`src/rtl/seg_xlate_pkg.sv`:
```
package seg_xlate_pkg;
    parameter int SEG_W = 2;
    parameter int OFF_W = 12;
    parameter int PA_W  = 16;

    localparam int VA_W   = SEG_W + OFF_W;
    localparam int NSEG   = 1 << SEG_W;
    localparam int SIZE_W = OFF_W + 1;

    typedef enum logic [1:0] {
        PROT_NONE = 2'b00,
        PROT_RO   = 2'b01,
        PROT_RW   = 2'b10,
        PROT_RSVD = 2'b11
    } prot_e;

    typedef enum logic [1:0] {
        CAUSE_OK     = 2'b00,
        CAUSE_BOUNDS = 2'b01,
        CAUSE_PERM   = 2'b10
    } cause_e;

    typedef struct packed {
        logic [PA_W-1:0]   base;
        logic [SIZE_W-1:0] size;
        prot_e             prot;
    } seg_entry_t;

    typedef struct packed {
        logic            fault;
        cause_e          cause;
        logic [PA_W-1:0] paddr;
    } xlate_rsp_t;

    function automatic logic access_allowed(prot_e p, logic wr);
        case (p)
            PROT_RW: access_allowed = 1'b1;
            PROT_RO: access_allowed = ~wr;
            default: access_allowed = 1'b0;
        endcase
    endfunction
endpackage

```
`src/rtl/seg_table.sv`:
```
module seg_table
    import seg_xlate_pkg::*;
(
    input  logic             clk,
    input  logic             rst,
    input  logic             wr_en,
    input  logic [SEG_W-1:0] wr_idx,
    input  seg_entry_t       wr_entry,
    input  logic [SEG_W-1:0] rd_idx,
    output seg_entry_t       rd_entry
);
    seg_entry_t entries_q [NSEG];

    for (genvar i = 0; i < NSEG; i++) begin : g_entry
        always_ff @(posedge clk) begin
            if (rst) begin
                entries_q[i] <= '{base: '0, size: '0, prot: PROT_NONE};
            end else if (wr_en && wr_idx == SEG_W'(i)) begin
                entries_q[i] <= wr_entry;
            end
        end
    end

    assign rd_entry = entries_q[rd_idx];
endmodule

```
`src/rtl/seg_check.sv`:
```
module seg_check
    import seg_xlate_pkg::*;
(
    input  seg_entry_t       entry,
    input  logic [OFF_W-1:0] offset,
    input  logic             is_write,
    output xlate_rsp_t       result
);
    logic            out_of_range;
    logic            perm_denied;
    logic [PA_W-1:0] sum;

    assign out_of_range = {1'b0, offset} >= entry.size;
    assign perm_denied  = ~access_allowed(entry.prot, is_write);
    assign sum          = entry.base + {{(PA_W-OFF_W){1'b0}}, offset};

    always_comb begin
        result = '{fault: 1'b0, cause: CAUSE_OK, paddr: sum};
        if (perm_denied) begin
            result = '{fault: 1'b1, cause: CAUSE_PERM, paddr: '0};
        end else if (out_of_range) begin
            result = '{fault: 1'b1, cause: CAUSE_BOUNDS, paddr: '0};
        end
    end
endmodule

```
`src/rtl/seg_xlate.sv`:
```
module seg_xlate
    import seg_xlate_pkg::*;
(
    input  logic              clk,
    input  logic              rst,
    input  logic              cfg_we,
    input  logic [SEG_W-1:0]  cfg_idx,
    input  logic [PA_W-1:0]   cfg_base,
    input  logic [SIZE_W-1:0] cfg_size,
    input  logic [1:0]        cfg_prot,
    input  logic              req_valid,
    output logic              req_ready,
    input  logic [VA_W-1:0]   req_addr,
    input  logic              req_write,
    output logic              rsp_valid,
    output logic [PA_W-1:0]   rsp_paddr,
    output logic              rsp_fault,
    output logic [1:0]        rsp_cause
);
    seg_entry_t wr_entry;
    seg_entry_t cur_entry;
    xlate_rsp_t lookup;
    xlate_rsp_t rsp_q;
    logic       rsp_valid_q;
    logic       accept;

    assign wr_entry = '{base: cfg_base, size: cfg_size, prot: prot_e'(cfg_prot)};

    seg_table u_table (
        .clk      (clk),
        .rst      (rst),
        .wr_en    (cfg_we),
        .wr_idx   (cfg_idx),
        .wr_entry (wr_entry),
        .rd_idx   (req_addr[VA_W-1:OFF_W]),
        .rd_entry (cur_entry)
    );

    seg_check u_check (
        .entry    (cur_entry),
        .offset   (req_addr[OFF_W-1:0]),
        .is_write (req_write),
        .result   (lookup)
    );

    assign req_ready = ~rst & ~cfg_we;
    assign accept    = req_valid & req_ready;

    always_ff @(posedge clk) begin
        if (rst) begin
            rsp_valid_q <= 1'b0;
            rsp_q       <= '{fault: 1'b0, cause: CAUSE_OK, paddr: '0};
        end else begin
            rsp_valid_q <= accept;
            if (accept) begin
                rsp_q <= lookup;
            end
        end
    end

    assign rsp_valid = rsp_valid_q;
    assign rsp_paddr = rsp_q.paddr;
    assign rsp_fault = rsp_q.fault;
    assign rsp_cause = rsp_q.cause;
endmodule

```
`config.mk`:
```
export PLATFORM = sky130hd
export DESIGN_NAME = seg_xlate
export DESIGN_NICKNAME = d
export VERILOG_FILES = /design/src/rtl/seg_xlate_pkg.sv /design/src/rtl/seg_table.sv /design/src/rtl/seg_check.sv /design/src/rtl/seg_xlate.sv
export SDC_FILE = /design/constraint.sdc
export NUM_CORES = 1
export LEC_CHECK = 0
export ABC_AREA = 1
export BUFFER_PORTS_ARGS = -buffer_cell sky130_fd_sc_hd__buf_2
export CORE_AREA = 2 2 88 175
export CTS_CLUSTER_SIZE = 28
export DETAILED_ROUTE_END_ITERATION = 16
export DIE_AREA = 0 0 90 177
export GPL_TIMING_DRIVEN = 0
export HOLD_SLACK_MARGIN = 0.15
export PLACE_DENSITY = 0.69
export SLEW_MARGIN = 20
export SYNTH_ARGS = -nofsm -noshare
export SYNTH_HDL_FRONTEND = slang
export SYNTH_SLANG_ARGS = --single-unit
```
`constraint.sdc`:
```
create_clock -name clk -period 5.3 [get_ports clk]
set_input_delay 0.53 -clock clk [delete_from_list [all_inputs] [get_ports clk]]
set_output_delay 0.53 -clock clk [all_outputs]
set_load 0.02 [all_outputs]
```
# Yosys cells after proc, flatten, opt, wreduce, memory -nomap -nowiden
# Memories as Yosys holds them, arrays and structs flattened.
# Index checks and enable logic that the tools add are counted.
# Widths: inputs -> output; s select.
word_totals:
  reg_bits: 20
  latchBits: 0
  mem_bits_rw: 124
  mem_bits_ro: 0
  input_bits: 52
  out_inout_bits: 21
  wordCells: 47
  n_memories: 1
mem_list:
  columns: ["name", "words", "width", "rd", "rd_ports_with_merged_regs", "write_ports", "line_no", "source"]
  rows:
  - ["u_table.entries_q", 4, 31, 1, 0, 4, "seg_table.sv:12", "seg_entry_t entries_q [NSEG];"]
classes:
  n_addsub: 1
  multipliers: 0
  div_mod_pow: 0
  magnitude_cmp: 1
  eq_ne: 5
  shift: 0
  muxes: 21
  n_bitwise: 9
  n_reduce_logical: 5
op_table:
  columns: ["cell", "n"]
  rows:
  - ["$mux 31", 4]
  - ["$mux 19", 2]
  - ["$add 16x12->16", 1]
  - ["$mux 1", 14]
  - ["$ge 12x13->1", 1]
  - ["$eq 2x2->1 const B", 3]
  - ["$eq 2x1->1 const B", 2]
  - ["$logic_and 1x1->1", 4]
  - ["$or 1x1->1", 4]
  - ["$not 1->1", 3]
  - ["$and 1x1->1", 2]
  - ["$logic_not 2->1", 1]
  - ["$pmux 1 s2", 1]

# Longest topological paths before layout
logic_depth:
  ltp_word: 6
  depth_mapped: 19
  ltp_nobuf: 15

# Modules after synthesis
# From an unflattened synthesis, not the netlist that was laid out.
hier_totals:
  cells_unflattened: 1062
  area_unflattened_um2: 8185.4
by_module_without_submodules:
  columns: ["mod", "n_inst", "cells_each", "area_per_inst_um2", "seq_area_each_um2"]
  rows:
  - ["seg_table", 1, 671, 5925.7, 3723.6]
  - ["seg_check", 1, 265, 1402.6, 0.0]
  - ["seg_xlate", 1, 126, 857.1, 400.4]

# Least setup slack after synthesis
# Ideal clock, no wire load.
synth_timing:
  kind: "input -> register"
  startpoint: "in cfg_idx[0]"
  endpoint: "mem u_table.entries_q[3][0] in the netlist's numbering (enable)"
  setup_ns: 0.466
  arrival_ns: 2.980
  required_ns: 4.834
  slack_ns: 1.854
  path_stages: 2
  path_buffers: 0
  cell_sequence: "inv_1 -> o31ai_1"
synth_lines:
  columns: ["item", "line_no", "source"]
  rows:
  - ["from (decl)", "seg_xlate.sv:7", "input logic [SEG_W-1:0] cfg_idx,"]
  - ["to (decl)", "seg_table.sv:12", null]

# Final worst setup path
layout_timing:
  startpoint: "in req_addr[12]"
  endpoint: "reg rsp_q (netlist bit rsp_paddr[12])"
layout_via:
  elab_chain_len: 4
  elab_cells_between_ends: 8
  classes_between: "add/sub (1); order compare (1); eq/ne (2); mux (3); memory (1)"
layout_rtl:
  columns: ["item", "line_no", "source"]
  rows:
  - ["from (decl)", "seg_xlate.sv:13", "input logic [VA_W-1:0] req_addr,"]
  - ["$mem_v2 4x31 *", null, null]
  - ["$add 16x12->16 (tied with other cells)", "seg_check.sv:15", "assign sum = entry.base + {{(PA_W-OFF_W){1'b0}}, offset};"]
  - ["$mux 19 / $pmux 1 s2 (equally long branches)", "seg_check.sv:21, seg_xlate_pkg.sv:36", null]
  - ["$mux 19 *", "seg_check.sv:19", "if (perm_denied) begin"]
  - ["to (signal assigned)", "seg_xlate.sv:52", "rsp_q <= '{fault: 1'b0, cause: CAUSE_OK, paddr: '0};"]
  - ["to (signal assigned)", "seg_xlate.sv:56", "rsp_q <= lookup;"]
  - ["to (decl)", "seg_xlate.sv:23", "xlate_rsp_t rsp_q;"]
# Every way passes the cells marked *; elsewhere a longest branch is shown, timed or not.
# A chain may end at the register's enable or synchronous reset.

==> flow_summary.yaml <==
outcome:
  outcome: "finished, final reports clean"
pwr:
  p_switching_w: 0.000770
  p_leak_nw: 3.66
  clockPowerShare_pct: 41.8
  power.internal_w: 0.00219
  power.density_nw_per_um2: 344
  seq_power_share_pct: 44.9
  combinationalPowerShare_pct: 13.2
  vdd_drop_max_uv: 224
  swShare_pct: 26.0
worst_setup_path:
  crit_buf_inv: 3
  required_ns: 5.65
  cp_slowest_cell: "clkbuf_1"
  cpPeakStageDelay_ns: 0.47
  path_max_fanout: 10
  crit_chain: "buf_6, buf_4, clkbuf_1, o21ai_0, o22ai_1, ha_1, fa_1, nand2_1, nand3_1, nand3_1, nand2_1, nand2_1, nand2_1, nor2_1, nor2_1, nand2_1, a21oi_1"
  r2r_start: "u_table.entries_q[2][15]$_SDFFCE_PN0P_"
  r2r_slack_ns: 2.95
  start_kind: "input port"
  arrival_ns: 3.23
  path_depth: 17
  rr_worst_depth: 11
  worstSetupPathType: "input port to flop"
  crit_top_cell: "nand2_1"
  critPathTopFamily: "buffers and inverters"
  timing.rr.end: "rsp_paddr[6]$_SDFFE_PP0P_"
  cp-end-kind: "flop"
hold_path:
  holdPathEnd: "rsp_paddr[13]$_SDFFE_PP0P_"
  hold_path_class: "input port to flop"
  whs_path_depth: 2
  holdCritStartpoint: "rst"
cells_and_area:
  final_cell_area_um2: 8600
  area_growth_syn_to_layout_pct: 19.1
  drive_gt1_share_pct: 18.4
  fillers: 1321
  stdcell_count: 1077
  num_antenna_cells: 0
  nets: 948
synthesis:
  synth-simple-area-share_pct: 21.9
  synthAdderAreaFrac_pct: 4.78
  yosysSeqAreaShare_pct: 57.1
  ys_types: 39
  synth-edff-count: 124
  synthCells: 773
  synthFlopType: "edfxtp_1"
  yosysWarnings: 0
  synth_area_um2: 7220
  syn-mean-instance-area_um2: 9.35
  muxShareOfSynthArea_pct: 0
  synth_seq_cells: 144
  synth_xor_area_share_pct: 0.242
  async_flop_share_pct: 0
  synth_compound_gate_area_share_pct: 9.44
  synth_top_family_by_area: "simple AND/OR/NAND/NOR gates"
  syn_nets: 852
route:
  dr.pass1.iters: 5
  viasPerCell: 5.34
  postRouteAntennaNets: 0
  via_count: 5755
  drc: 0
  drt-initial-drc-count: 368
  wl_per_cell_um: 17.1
  drt_wl_total_um: 18500
floorplan:
  start_util_pct: 49.3
  pin_count: 73
  die_area_um2: 15900
  coreArea_um2: 14700
  die_h_um: 177
  rows: 63
  dieWidth_um: 90
global_routing:
  antenna_found_initial: 0
  grt_start_max_net_pins: 17
  grt_pass1_vias: 5734
  grt_util_all_layers_pct: 24.1
  grt_remaining_overflow: 0
  grt_pass1_wl_um: 29500
place:
  dp_hpwl_um: 13200
  placed_cell_area_um2: 7990
  gp_congestion: 0.904
  io_buffers: 69
  dp.cells: 1045
  dp_slack_ns: 2.00
sta:
  worst_pin_slew_ns: 0.774
  slew_headroom_pct: 48.4
  setup_viol: 0
  fin_crit_sh_pct: 54.2
  max_freq_mhz: 348
  finClkSkew_ns: 0.00567
  setup_slack_ns: 2.43
  hold_viol: 0
  finalCriticalPeriod_ns: 2.87
  fin_setup_tns_ns: 0
  rsz0062_at_grt: "false"
  maxSlewViolCount: 0
run:
  maxCapViolations: 0
clock_tree:
  htreeDepth: 4
  cts_sinks: 144
  root_buffer: "clkbuf_16"
  clk_latency_ns: 0.42
  clkTransAtPathRegs_ns: 0.06
  holdBufCountCts: 0
  cts_resized: 0
  cts_tree: "done"
  cts_setup_buffers: 0
  cts_buffers: 17
  clockBufferDepth: 2
[cell type report]
cell class | count | area (um2) | share of cell area (%)
flip-flops and latches | 144 | 4120 | 47.9
multi-input cells | 522 | 2680 | 31.1
repair buffers | 77 | 470 | 5.47
clock buffers | 18 | 429 | 4.99
inverters | 72 | 282 | 3.27
well taps | 195 | 244 | 2.84
plain buffers | 35 | 195 | 2.27
clock inverters | 14 | 179 | 2.08
[worst max-delay path by stage]
stage / from / to
2_1_floorplan: cfg_idx[0] / u_table.entries_q[3][0]$_SDFFCE_PN0P_
3_3_place_gp: cfg_we / u_table.entries_q[2][6]$_SDFFCE_PN0P_
3_5_place_dp: req_addr[12] / rsp_paddr[12]$_SDFFE_PP0P_
4_1_cts: req_addr[12] / rsp_paddr[12]$_SDFFE_PP0P_
5_1_grt: req_addr[12] / rsp_paddr[0]$_SDFFE_PP0P_
6_report: req_addr[12] / rsp_paddr[12]$_SDFFE_PP0P_
[cell families after synthesis]
logic type,after synthesis
adders and majority gates,27
and+or+nand+nor,384
xor gates and xnor gates,2
buffers and inverters,107
AOI/OAI and AO/OA,109
DFF,144
[worst register-to-register path: cells and delay by family, from the launching register on]
family	cells	cell delay, ns
flip-flops	1	0.37
adder cells (fa/ha/maj)	2	0.68
AND/OR/NAND/NOR	5	0.71
AO/OA/AOI/OAI	4	0.45
[cell usage in the layout, fill, tap and decap left out, types with 7 or more instances in the layout]
cell type    n
ha_1        26
edfxtp_1   124
nor2_1     173
nand2_1    156
buf_2       84
inv_1       66
clkbuf_16   17
dfxtp_1     20
o22ai_1     13
o21ai_0     30
a32o_1      11
a21oi_2      9
a21oi_1     35
clkbuf_1    15
nand4_1      7
nand3_1     29
nand3_2      7
[routing by layer]
| layer | part of all wire (%) | GRT usage [%] | vias to the layer above |
|---|---|---|---|
| li1 | - | - | 2794 |
| met4 | 2.4 | 10.3 | 0 |
| met5 | 0 | 0 | - |
| met1 | 39 | 28.5 | 2707 |
| met3 | 6.1 | 3.62 | 33 |
| met2 | 52 | 43.3 | 221 |
[synth_stat cells (2+ instances only)]
cell / n / area (um2)
a32oi_1: 3 / 26.3
dfxtp_1: 20 / 400
clkbuf_1: 14 / 52.6
nand4_1: 7 / 43.8
buf_6: 4 / 45.0
or2_2: 3 / 18.8
nand3_2: 7 / 70.1
o31ai_1: 4 / 30.0
o21bai_1: 2 / 15.0
o22ai_1: 13 / 81.3
nor2_1: 173 / 649
edfxtp_1: 124 / 3720
a21oi_1: 35 / 175
inv_4: 2 / 12.5
buf_2: 15 / 75.1
nor3_1: 2 / 10.0
inv_1: 66 / 248
nand2_2: 2 / 12.5
nand3_1: 29 / 145
ha_1: 26 / 325
o21ai_0: 30 / 150
nand3b_1: 2 / 15.0
nand2_1: 156 / 586
a21oi_2: 9 / 78.8
a32o_1: 11 / 110
[power by group through the flow]
stage,registers (W),clock network (W),logic [W]
floorplan,0.00135,0,0.000253
global placement,0.00136,0,0.000359
detailed placement,0.00135,0,0.000389
CTS,0.00133,0.00124,0.000391
global route,0.00134,0.00129,0.000438
finish,0.00133,0.00124,0.000392
[registers in the layout (all words and copies together) (netlist names)]
| register | count |
|---|---|
| u_table.entries_q | 124 |
| rsp_paddr | 16 |
| rsp_cause | 2 |
| rsp_fault | 1 |
| rsp_valid | 1 |
[through the flow]
stage               power [W]  hold WS, ns  utilization (%)
floorplan             0.00161        0.539                -
global placement      0.00172        0.450             53.3
detailed placement    0.00174        0.452             54.5
CTS                   0.00297        0.327             58.7
global route          0.00307        0.343             58.7
finish                0.00296        0.333             58.7
Power figures use the tool's default switching activity.
